### config.mk
export PLATFORM = sky130hd
export DESIGN_NAME = ovc_fault_mgr
export DESIGN_NICKNAME = d
export VERILOG_FILES = /design/src/rtl/ovc_pkg.sv /design/src/rtl/ovc_release_edge.sv /design/src/rtl/ovc_chan.sv /design/src/rtl/ovc_fault_mgr.sv
export SDC_FILE = /design/constraint.sdc
export NUM_CORES = 1
export LEC_CHECK = 0
export ABC_CLOCK_PERIOD_IN_PS = 2020
export CAP_MARGIN = 5
export CELL_PAD_IN_SITES_DETAIL_PLACEMENT = 2
export CELL_PAD_IN_SITES_GLOBAL_PLACEMENT = 2
export CORE_ASPECT_RATIO = 0.6
export CORE_UTILIZATION = 39
export CTS_CLUSTER_DIAMETER = 40
export DETAILED_ROUTE_END_ITERATION = 7
export GPL_TIMING_DRIVEN = 0
export PLACE_DENSITY_LB_ADDON = 0.1
export SKIP_CTS_REPAIR_TIMING = 1
export SLEW_MARGIN = 10
export SYNTH_ARGS = -nofsm -noshare
export SYNTH_HDL_FRONTEND = slang
export SYNTH_SLANG_ARGS = --single-unit
### constraint.sdc
create_clock -name clk -period 2.02 [get_ports clk]
set_clock_uncertainty 0.15 [all_clocks]
set_input_delay 0.303 -clock clk [delete_from_list [all_inputs] [get_ports clk]]
set_output_delay 0.303 -clock clk [all_outputs]
set_load 0.03 [all_outputs]
### src/rtl/ovc_pkg.sv
package ovc_pkg;
    localparam int unsigned OVC_CHANNELS    = 8;
    localparam int unsigned OVC_QUAL_CYCLES = 250;  // 2 us at 125 MHz
endpackage

### src/rtl/ovc_release_edge.sv
module ovc_release_edge (
    input  logic clk,
    input  logic rst_n,
    input  logic enable_reset,
    output logic release_pulse
);
    typedef struct packed {
        logic seen_high;
    } edge_state_t;

    edge_state_t st_d, st_q;

    always_comb begin
        st_d.seen_high = enable_reset;
    end

    always_ff @(posedge clk or negedge rst_n) begin
        if (!rst_n) st_q <= '0;
        else        st_q <= st_d;
    end

    assign release_pulse = st_q.seen_high && !enable_reset;

    // a clear pulse is only ever produced after a high level was sampled
    a_r5_clear_follows_high: assert property (@(posedge clk) disable iff (!rst_n)
        release_pulse |-> $past(enable_reset));
endmodule

### src/rtl/ovc_chan.sv
module ovc_chan #(
    parameter int unsigned QUAL_CYCLES = ovc_pkg::OVC_QUAL_CYCLES
) (
    input  logic clk,
    input  logic rst_n,
    input  logic sense,
    input  logic freeze,
    input  logic release_pulse,
    input  logic wipe,
    output logic tripped
);
    localparam int unsigned CNT_W = (QUAL_CYCLES < 2) ? 1 : $clog2(QUAL_CYCLES);
    localparam logic [CNT_W-1:0] LAST = CNT_W'(QUAL_CYCLES - 1);

    typedef struct packed {
        logic [CNT_W-1:0] cnt;
        logic             latch;
    } chan_state_t;

    chan_state_t st_d, st_q;

    always_comb begin
        st_d = st_q;
        if (wipe || release_pulse) begin
            st_d.cnt   = '0;
            st_d.latch = 1'b0;
        end else if (freeze || st_q.latch || !sense) begin
            st_d.cnt = '0;
        end else if (st_q.cnt == LAST) begin
            st_d.cnt   = '0;
            st_d.latch = 1'b1;
        end else begin
            st_d.cnt = st_q.cnt + 1'b1;
        end
    end

    always_ff @(posedge clk or negedge rst_n) begin
        if (!rst_n) st_q <= '0;
        else        st_q <= st_d;
    end

    assign tripped = st_q.latch;

    // the count stays inside the qualification window
    a_r2_count_bounded: assert property (@(posedge clk) disable iff (!rst_n)
        st_q.cnt <= LAST);

    // a latch rises only from a full count with sense still high
    a_r3_full_run_needed: assert property (@(posedge clk) disable iff (!rst_n)
        $rose(st_q.latch) |-> ($past(st_q.cnt) == LAST) && $past(sense));

    // a latch holds unless cleared by a reset pulse or undervoltage
    a_r5_latch_holds: assert property (@(posedge clk) disable iff (!rst_n)
        (st_q.latch && !release_pulse && !wipe) |=> st_q.latch);
endmodule

### src/rtl/ovc_fault_mgr.sv
module ovc_fault_mgr #(
    parameter int unsigned CHANNELS    = ovc_pkg::OVC_CHANNELS,
    parameter int unsigned QUAL_CYCLES = ovc_pkg::OVC_QUAL_CYCLES
) (
    input  logic                clk,
    input  logic                rst_n,
    input  logic [CHANNELS-1:0] oc_sense,
    input  logic                over_temp,
    input  logic                under_volt,
    input  logic                enable_reset,
    output logic [CHANNELS-1:0] chan_allow,
    output logic                fault_n,
    output logic                all_off
);
    logic                release_pulse;
    logic                freeze;
    logic [CHANNELS-1:0] tripped;

    ovc_release_edge u_edge (
        .clk          (clk),
        .rst_n        (rst_n),
        .enable_reset (enable_reset),
        .release_pulse(release_pulse)
    );

    assign freeze = enable_reset || over_temp;

    for (genvar g = 0; g < CHANNELS; g++) begin : g_chan
        ovc_chan #(.QUAL_CYCLES(QUAL_CYCLES)) u_chan (
            .clk          (clk),
            .rst_n        (rst_n),
            .sense        (oc_sense[g]),
            .freeze       (freeze),
            .release_pulse(release_pulse),
            .wipe         (under_volt),
            .tripped      (tripped[g])
        );
    end

    always_comb begin
        all_off    = enable_reset || over_temp || under_volt;
        chan_allow = all_off ? '0 : ~tripped;
        fault_n    = !((|tripped) || over_temp);
    end

    // undervoltage empties every latch by the next edge
    a_r9_uv_wipes: assert property (@(posedge clk) disable iff (!rst_n)
        under_volt |=> (tripped == '0));

    // no channel can newly trip while hot
    a_r8_no_trip_when_hot: assert property (@(posedge clk) disable iff (!rst_n)
        (over_temp && !enable_reset) |=> ($countones(tripped) <= $countones($past(tripped))));

    // the flag is low while any channel latch is set
    a_r4_flag_low_on_latch: assert property (@(posedge clk) disable iff (!rst_n)
        (|tripped) |-> !fault_n);
endmodule

### After elaboration in Yosys (flattened, before gate mapping)

Cells that the tools add are included.

* flip-flop bits (word level): 73
* input bits: 13
* output and inout bits: 10
* logic and storage cells: 131

* add/subtract/negate cells: 8
* eq/ne operators: 16
* muxes and demuxes: 41
* bitwise logic cells: 1
* reduce and logical (&&, ||, !) cells: 48

Operators with widths (count)
* 8-bit 2-to-1 mux: 17
* 9-bit 2-to-1 mux: 8
* 8-bit by 1-bit adder with 8-bit output (second input constant): 8
* 8-bit equality test (second input constant): 8
* 1-bit logical OR: 20
* 1-bit 2-to-1 mux: 16
* 2-bit AND reduction: 8
* 2-bit nonzero test: 8
* 2-bit != test (second input constant): 7
* 1-bit logical NOT: 10
* 8-bit inverter: 1
* 8-bit OR reduction: 1
* 2-bit by 1-bit != test with 1-bit output (second input constant): 1
* 1-bit logical AND: 1

### Logic depth before layout (Yosys ltp)

Gate-level depths: netlist of run 1.

* word-level depth: 5
* gate-level depth with buffers: 5
* gate-level depth less buffers: 5

### Hierarchy

From an unflattened synthesis of run 1, not the netlist that was laid out.

* cell total of the unflattened synthesis: 392
* area, all modules: 3768.6 µm²

Modules (own cells, without submodules)
* ovc_chan: instances 8, cells each 47, area an instance 456.7 µm²
* ovc_fault_mgr: instances 1, cells each 14, area an instance 76.3 µm²
* ovc_release_edge: instances 1, cells each 2, area an instance 38.8 µm²

### Worst setup path before layout of run 1

No wires, ideal clock.

* kind: reg2out
* from: register g_chan[6].u_chan.st_q (netlist bit g_chan[6].u_chan.tripped)
* to: output fault_n
* arrival: 1.600 ns
* setup slack: -0.033 ns
* stages on the path, launching flop included: 4
* path buffers: 0
* path through: dfrtp_1 nor4_1 nand2_1 nor4_1

* longest elaborated chain between the ends: 3

Ends and longest elaborated chain
* from (decl): line ovc_chan.sv:20 `chan_state_t st_d, st_q;`
* from (signal assigned): line ovc_chan.sv:39 `else st_q <= st_d;`
* 8-bit OR reduction: line ovc_fault_mgr.sv:43 `fault_n = !((|tripped) || over_temp);`
* 1-bit logical OR: line ovc_fault_mgr.sv:43
* 1-bit logical NOT: line ovc_fault_mgr.sv:43
* to (decl): line ovc_fault_mgr.sv:12 `output logic fault_n,`

Every way passes these cells.

### Final worst setup path of run 1

Same ends and word-level chain as after synthesis.

==> summary.md, run 1 <==
| Metric | Value |
|---|---|
| Placed cell area | `about 0.0043 mm²` |
| Hold Crit Class | `primary input to flip-flop` |
| Total track usage | `23.22%` |
| Layout cells sized above 1 | `a little under an eighth` |
| First-pass iteration count of the detailed router | `4` |
| Synth Register Bits | `73` |
| Post-placement worst setup slack | `-993.8 ps` |
| Layout net count | `453` |
| Hold Fails Final Rpt | `0` |
| Crit path DAT | `roughly 1600 ps` |
| Synthesis-to-finish area growth | `18.19%` |
| Fill count | `a little under 1000` |
| Relative slew slack | `64.78%` |
| Ys flop type | `dfrtp_1` |
| Worst vdd ir | `480.8 µV` |
| Required time of the critical path | `around 1600 ps` |
| Routed vias | `~3100` |
| Post-synthesis cell area | `0.003880 mm²` |
| Final min period | `roughly 2000 ps` |
| Hold path start | `enable_reset` |
| Unique masters post-synth | `33` |
| Final setup fails | `0` |
| Mean Syn Cell Area | `between 9 and 10 µm²` |
| PD cells | `678.0 mW/mm²` |
| Post-synth top area share | `47.08%` |
| Yosys warnings | `0` |
| Post-synthesis sequential area ratio | `between 40% and 50%` |
| Status | `completed` |
| DR vias/cell | `about 5.6` |
| Gr ovfl total | `0` |
| FP Rows | `27` |
| R2R setup slack | `150 ps` |
| EDFF count, synth | `0` |
| Core area | `~0.0094 mm²` |
| Detailed-route DRC error count | `0` |
| CTS Root Cell | `clkbuf_16` |
| Startpoint types | `flip-flop` |
| Least-Margin Pin Slew | `roughly 530 ps` |
| Post-route cell area | `about 0.0046 mm²` |
| Critical Path End Type | `primary output` |
| Vias in the first global route | `around 3500` |
| Tcrit/Tclk final | `between 90 and 100%` |
| Die area | `approximately 0.010 mm²` |
| Routed WL per cell | `a little under 20 µm` |
| I/O pins | `23` |
| PortBufs | `22` |
| LEAKAGE | `between 1.5 and 2 nW` |
| Top post-synthesis cells by area | `dfrtp_1 (47%), ha_1 (5.2%), nor2_1 (5.0%)` |
| Largest net degree at the start of global routing | `57` |
| Die Wd | `~130 µm` |
| 1st-iter DRT viols | `90` |
| Synth Net Count | `between 400 and 500` |
| Worst-Skew Late Latency | `330 ps` |
| Total wire length | `around 11000 µm` |
| CTS Buffer Depth | `2` |
| Clock sink count | `73` |
| Commonest cells post-synth | `dfrtp_1 (73), nor2_1 (52), nand3_1 (37), nand2_1 (25), inv_1 (24)` |
| Pins Over Slew Limit | `0` |
| Most frequent cell after synthesis | `dfrtp_1` |
| Syn Inst Count | `~390` |
| Cts bufs inserted | `9` |
| Yosys top cell by area | `dfrtp_1` |
| H-Tree Depth | `3` |
| Hpwl dp | `a little under 8000 µm` |
| Async set-or-reset flop fraction in the synthesized netlist | `100.0%` |
| # Max-Cap Violations | `0` |
| CTS tree | `done` |
| CP Class | `flip-flop to primary output` |
| Inserted Diodes | `0` |
| Reg2Reg Capture Point | `g_chan[7].u_chan.st_q[5]` |
| WHS Path Cells | `1` |
| First-pass GRT wire length | `18210 µm` |
| Initial antenna violation count | `0` |
| Clock transition at path regs | `~60 ps` |
| RSZ-0062 raised after global routing | `yes` |
| Antenna Nets Post-Route | `0` |
| Placer Congestion | `approximately 0.75` |
| Crit Path Max Fanout | `3` |
| Worst Reg-to-Reg Cells | `5` |
| Initial core utilization | `41.17%` |
| Launch point of the worst reg-to-reg path | `g_chan[7].u_chan.st_q[2]` |
| Hold EP | `u_edge.st_q` |
| Final setup margin | `between 10 and 15 ps` |
| Die Height | `approximately 79 µm` |
| Max Fclk | `between 400 and 500 MHz` |
| Hold slack final | `between 100 and 150 ps` |
==> worst max-delay path, cell delays in order (launching register included) <==
cell and delay (ps):
dfrtp_1 400, nor4_2 300, nand2_1 100, nor4_2 210, buf_4 220
==> layout make-up <==
type	instances	area, µm²	share of cell area (%)
sequential	73	1827	39.84
clock inverter	3	15.01	0.3274
inverter	24	90.09	1.965
multi-input combinational	289	1962	42.78
buffer	3	33.78	0.7367
timing repair buffer	24	235.2	5.130
clock buffer	13	260.3	5.675
tap	130	162.7	3.547
==> how the worst max path moves through the flow <==
stage / start / endpoint / cells past startpoint
after floorplan: over_temp / chan_allow[0] / 4
after global placement: rst_n / g_chan[2].u_chan.st_q[1] / 1
after detailed placement: enable_reset / chan_allow[7] / 6
after CTS: enable_reset / chan_allow[7] / 6
after global routing: g_chan[6].u_chan.tripped / fault_n / 4
final: g_chan[6].u_chan.tripped / fault_n / 4
==> sequential cells by signal, indices dropped and copies added, names as in the netlist <==
signal / cells
u_edge.st_q: 1
g_chan.u_chan.st_q: 64
g_chan.u_chan.tripped: 8
==> stage by stage <==
step	power, mW	instances	setup TNS (ps)	utilization (%)
after global routing	3.222	559	-35.89	48.65
after detailed placement	1.660	542	-20240	45.56
after global placement	1.650	541	-177150	45.29
after CTS	3.153	558	-9064	48.48
final	3.109	559	0	48.65
after floorplan	1.553	389	0	-
==> cells by family after synthesis <==
logic type,Yosys count,synth area share [%]
DFF,73,47.08
buffers and inverters,28,3.289
AOI/OAI and AO/OA,59,11.48
adders and majority gates,16,5.160
and+or+nand+nor,189,27.57
xor gates and xnor gates,24,5.418
==> routing by layer <==
metal / part of all wire (%) / GRT usage, %
met1: 49 / 30.74
met2: 49 / 39.26
met3: 1.7 / 4.717
met4: 0.65 / 4.713
met5: 0 / 0
==> report_power, final <==
part	internal, mW	switching, mW	leakage (nW)
Combinational	0.0562	0.101	0.810
Sequential	1.47	0.00615	1.02
Clock	0.893	0.586	0.139
Total	2.42	0.693	1.97
==> placed cells by master, fill, tap and decap left out, types with 7 or more instances in the layout <==
cell type        count
a21oi_1             17
nand4_1              8
xnor2_1              8
ha_1                16
a311oi_1            10
xor2_1              16
inv_1               24
or3b_1               7
o2111ai_2            7
and4_1               8
clkdlybuf4s50_1      8
or3_1               15
nor2_1              49
nand2_1             25
dfrtp_1             73
and3_1               8
clkbuf_16            9
nand3_1             37
a31oi_1             14
Note: power is estimated with default switching activity, not from simulation.
==> inputs of run 2 (changes only) <==
--- a/config.mk
+++ b/config.mk
@@ -10,9 +10,10 @@
 export CELL_PAD_IN_SITES_DETAIL_PLACEMENT = 2
 export CELL_PAD_IN_SITES_GLOBAL_PLACEMENT = 2
 export CORE_ASPECT_RATIO = 0.6
-export CORE_UTILIZATION = 39
+export CORE_UTILIZATION = 41
 export CTS_CLUSTER_DIAMETER = 40
 export DETAILED_ROUTE_END_ITERATION = 7
+export DONT_BUFFER_PORTS = 1
 export GPL_TIMING_DRIVEN = 0
 export PLACE_DENSITY_LB_ADDON = 0.1
 export SKIP_CTS_REPAIR_TIMING = 1
==> summary.md, run 2 (synthesis gave the netlist of run 1 again) <==
| Metric | Value |
|---|---|
| Largest net degree at the start of global routing | `74 (was 57)` |
| # Max-Cap Violations | `0 (unchanged)` |
| Crit Path Max Fanout | `3 (unchanged)` |
| H-Tree Depth | `3 (unchanged)` |
| CTS Buffer Depth | `2 (unchanged)` |
| Busiest layer in global routing | `met2 (unchanged)` |
| Commonest non-fill, non-tap cell in the layout | `dfrtp_1 (unchanged)` |
| Hpwl dp | `7354 µm (was 7753 µm)` |
| Fill count | `965 (was 989)` |
| I/O pins | `23 (unchanged)` |
| Initial antenna violation count | `0 (unchanged)` |
| Antenna Nets Post-Route | `0 (unchanged)` |
| Final min period | `2048 ps (was 2006 ps)` |
| Setup TNS | `-28.23 ps (was 0 ps)` |
| Clock transition at path regs | `50 ps (was 60 ps)` |
| Met1 usage in global routing | `29.59% (was 30.74%)` |
| Placer Congestion | `0.8094 (was 0.7538)` |
| Routed vias | `3083 (was 3132)` |
| Detailed-route DRC error count | `0 (unchanged)` |
| Die area | `0.009869 mm² (was 0.01036 mm²)` |
| Routed WL per cell | `19.64 µm (was 19.32 µm)` |
| Crit path DAT | `1600 ps (was 1550 ps)` |
| FP Rows | `27 (unchanged)` |
| Final setup fails | `1 (was 0)` |
| Core area | `0.009189 mm² (was 0.009425 mm²)` |
| PD cells | `680.3 mW/mm² (was 678.0 mW/mm²)` |
| Status | `finished with violations (was completed)` |
| LEAKAGE | `1.825 nW (was 1.966 nW)` |
| Startpoint types | `flip-flop (unchanged)` |
| Worst-Skew Late Latency | `340 ps (was 330 ps)` |
| CP Class | `flip-flop to primary output (unchanged)` |
| Layout net count | `432 (was 453)` |
| Max Fclk | `488.2 MHz (was 498.6 MHz)` |
| Final setup margin | `-28.23 ps (was 14.31 ps)` |
| Critical Path End Type | `primary output (unchanged)` |
| PortBufs | `0 (was 22)` |
| Pins Over Slew Limit | `0 (unchanged)` |
| Total wire length | `10550 µm (was 10800 µm)` |
| Biggest register | `g_chan.u_chan.st_q (unchanged)` |
| Die Height | `77.35 µm (was 79.26 µm)` |
| Initial core utilization | `42.22% (was 41.17%)` |
| Hold Crit Class | `primary input to asynchronous set/reset pin (was primary input to flip-flop)` |
| DR vias/cell | `5.741 (was 5.603)` |
| First-pass iteration count of the detailed router | `4 (unchanged)` |
| Inserted Diodes | `0 (unchanged)` |
| Die Wd | `127.6 µm (was 130.8 µm)` |
| Least-Margin Pin Slew | `569.5 ps (was 527.7 ps)` |
| RSZ-0062 raised after global routing | `yes (unchanged)` |
| Hold Fails Final Rpt | `73 (was 0)` |
| Required time of the critical path | `1570 ps (about the same)` |
| Synthesis-to-finish area growth | `13.77% (was 18.19%)` |
| First-pass GRT wire length | `17630 µm (was 18210 µm)` |
| Violated checks | `negative hold slack, negative setup slack` |
| CTS Root Cell | `clkbuf_16 (unchanged)` |
| Vias in the first global route | `3353 (was 3476)` |
| Tcrit/Tclk final | `101.4% (was 99.29%)` |
| CTS tree | `done (unchanged)` |
| Hold slack final | `-489.6 ps (was 109.7 ps)` |
| Relative slew slack | `62.04% (was 64.78%)` |
| Total track usage | `23.24% (was 23.22%)` |
| Grt met2 use | `39.29% (was 39.26%)` |
| Clock sink count | `73 (unchanged)` |
| Layout cells sized above 1 | `10.07% (was 11.89%)` |
| Max reg flops | `64 (unchanged)` |
| Post-placement worst setup slack | `-173.0 ps (was -993.8 ps)` |
| 1st-iter DRT viols | `76 (was 90)` |
| Met3 GRT Util | `6.414% (was 4.717%)` |
| Worst vdd ir | `383.0 µV (was 480.8 µV)` |
| Cts bufs inserted | `9 (unchanged)` |
| Gr ovfl total | `0 (unchanged)` |
| Most frequent cells in the layout | `dfrtp_1 (72), nor2_1 (44), nand3_1 (37), nand2_1 (25), inv_1 (24) (was dfrtp_1 (73), nor2_1 (49), nand3_1 (37), nand2_1 (25), inv_1 (24))` |
-- run 2: cell type report --
class | instances | area (µm²) | area share, %
Multi-Input combinational cell | 288 | 2007 | 45.46
Buffer | 4 | 38.79 | 0.8787
Inverter | 24 | 90.09 | 2.041
Clock buffer | 15 | 257.7 | 5.839
Sequential cell | 73 | 1828 | 41.41
Tap cell | 130 | 162.7 | 3.685
Timing Repair Buffer | 3 | 30.03 | 0.6803
-- run 2: stage by stage --
step                      utilization (%)  cell area (µm²)  hold slack [ps]  power [mW]  cells
after CTS                           46.87             4307           -503.6       3.029    534
after detailed placement            44.06             4049           -140.7       1.571    519
after floorplan                         -             3886           -142.6       1.553    389
after global routing                48.04             4414           -504.3       3.103    537
final                               48.04             4414           -489.6       3.003    537
after global placement              44.06             4049           -140.9       1.569    519
-- run 2: per-layer routing --
metal | part of all wire [%] | vias up | wire (µm)
met5 | 0 | - | 0
met4 | 1.2 | 0 | 123
met3 | 2.9 | 11 | 306
met2 | 48 | 24 | 5081
met1 | 48 | 1603 | 5033
li1 | - | 1445 | -
-- run 2: report_power, final --
group / leakage, nW / switching, mW / internal (mW)
clock: 0.124 / 0.584 / 0.861
combinational: 0.685 / 0.0574 / 0.0274
sequential: 1.02 / 0.00590 / 1.47
-- run 2: final timing paths --
path	cells after the start	start	to	slack, ps
setup / recovery	3	g_chan[6].u_chan.tripped	fault_n	-30
hold / removal	0	rst_n	g_chan[3].u_chan.st_q[3]	-490
setup reg to reg	5	g_chan[7].u_chan.st_q[2]	g_chan[7].u_chan.st_q[5]	200
hold reg to reg	1	g_chan[6].u_chan.st_q[8]	g_chan[6].u_chan.st_q[8]	360
max in group asynchronous	0	rst_n	g_chan[6].u_chan.tripped	2090
min in group clk	2	oc_sense[1]	g_chan[1].u_chan.st_q[8]	20
-- run 2: critical path, cell delays in order, from the launching register on --
cell	delay (ps)
dfrtp_2	440
nor4_2	270
nand2_1	120
nor4_4	430
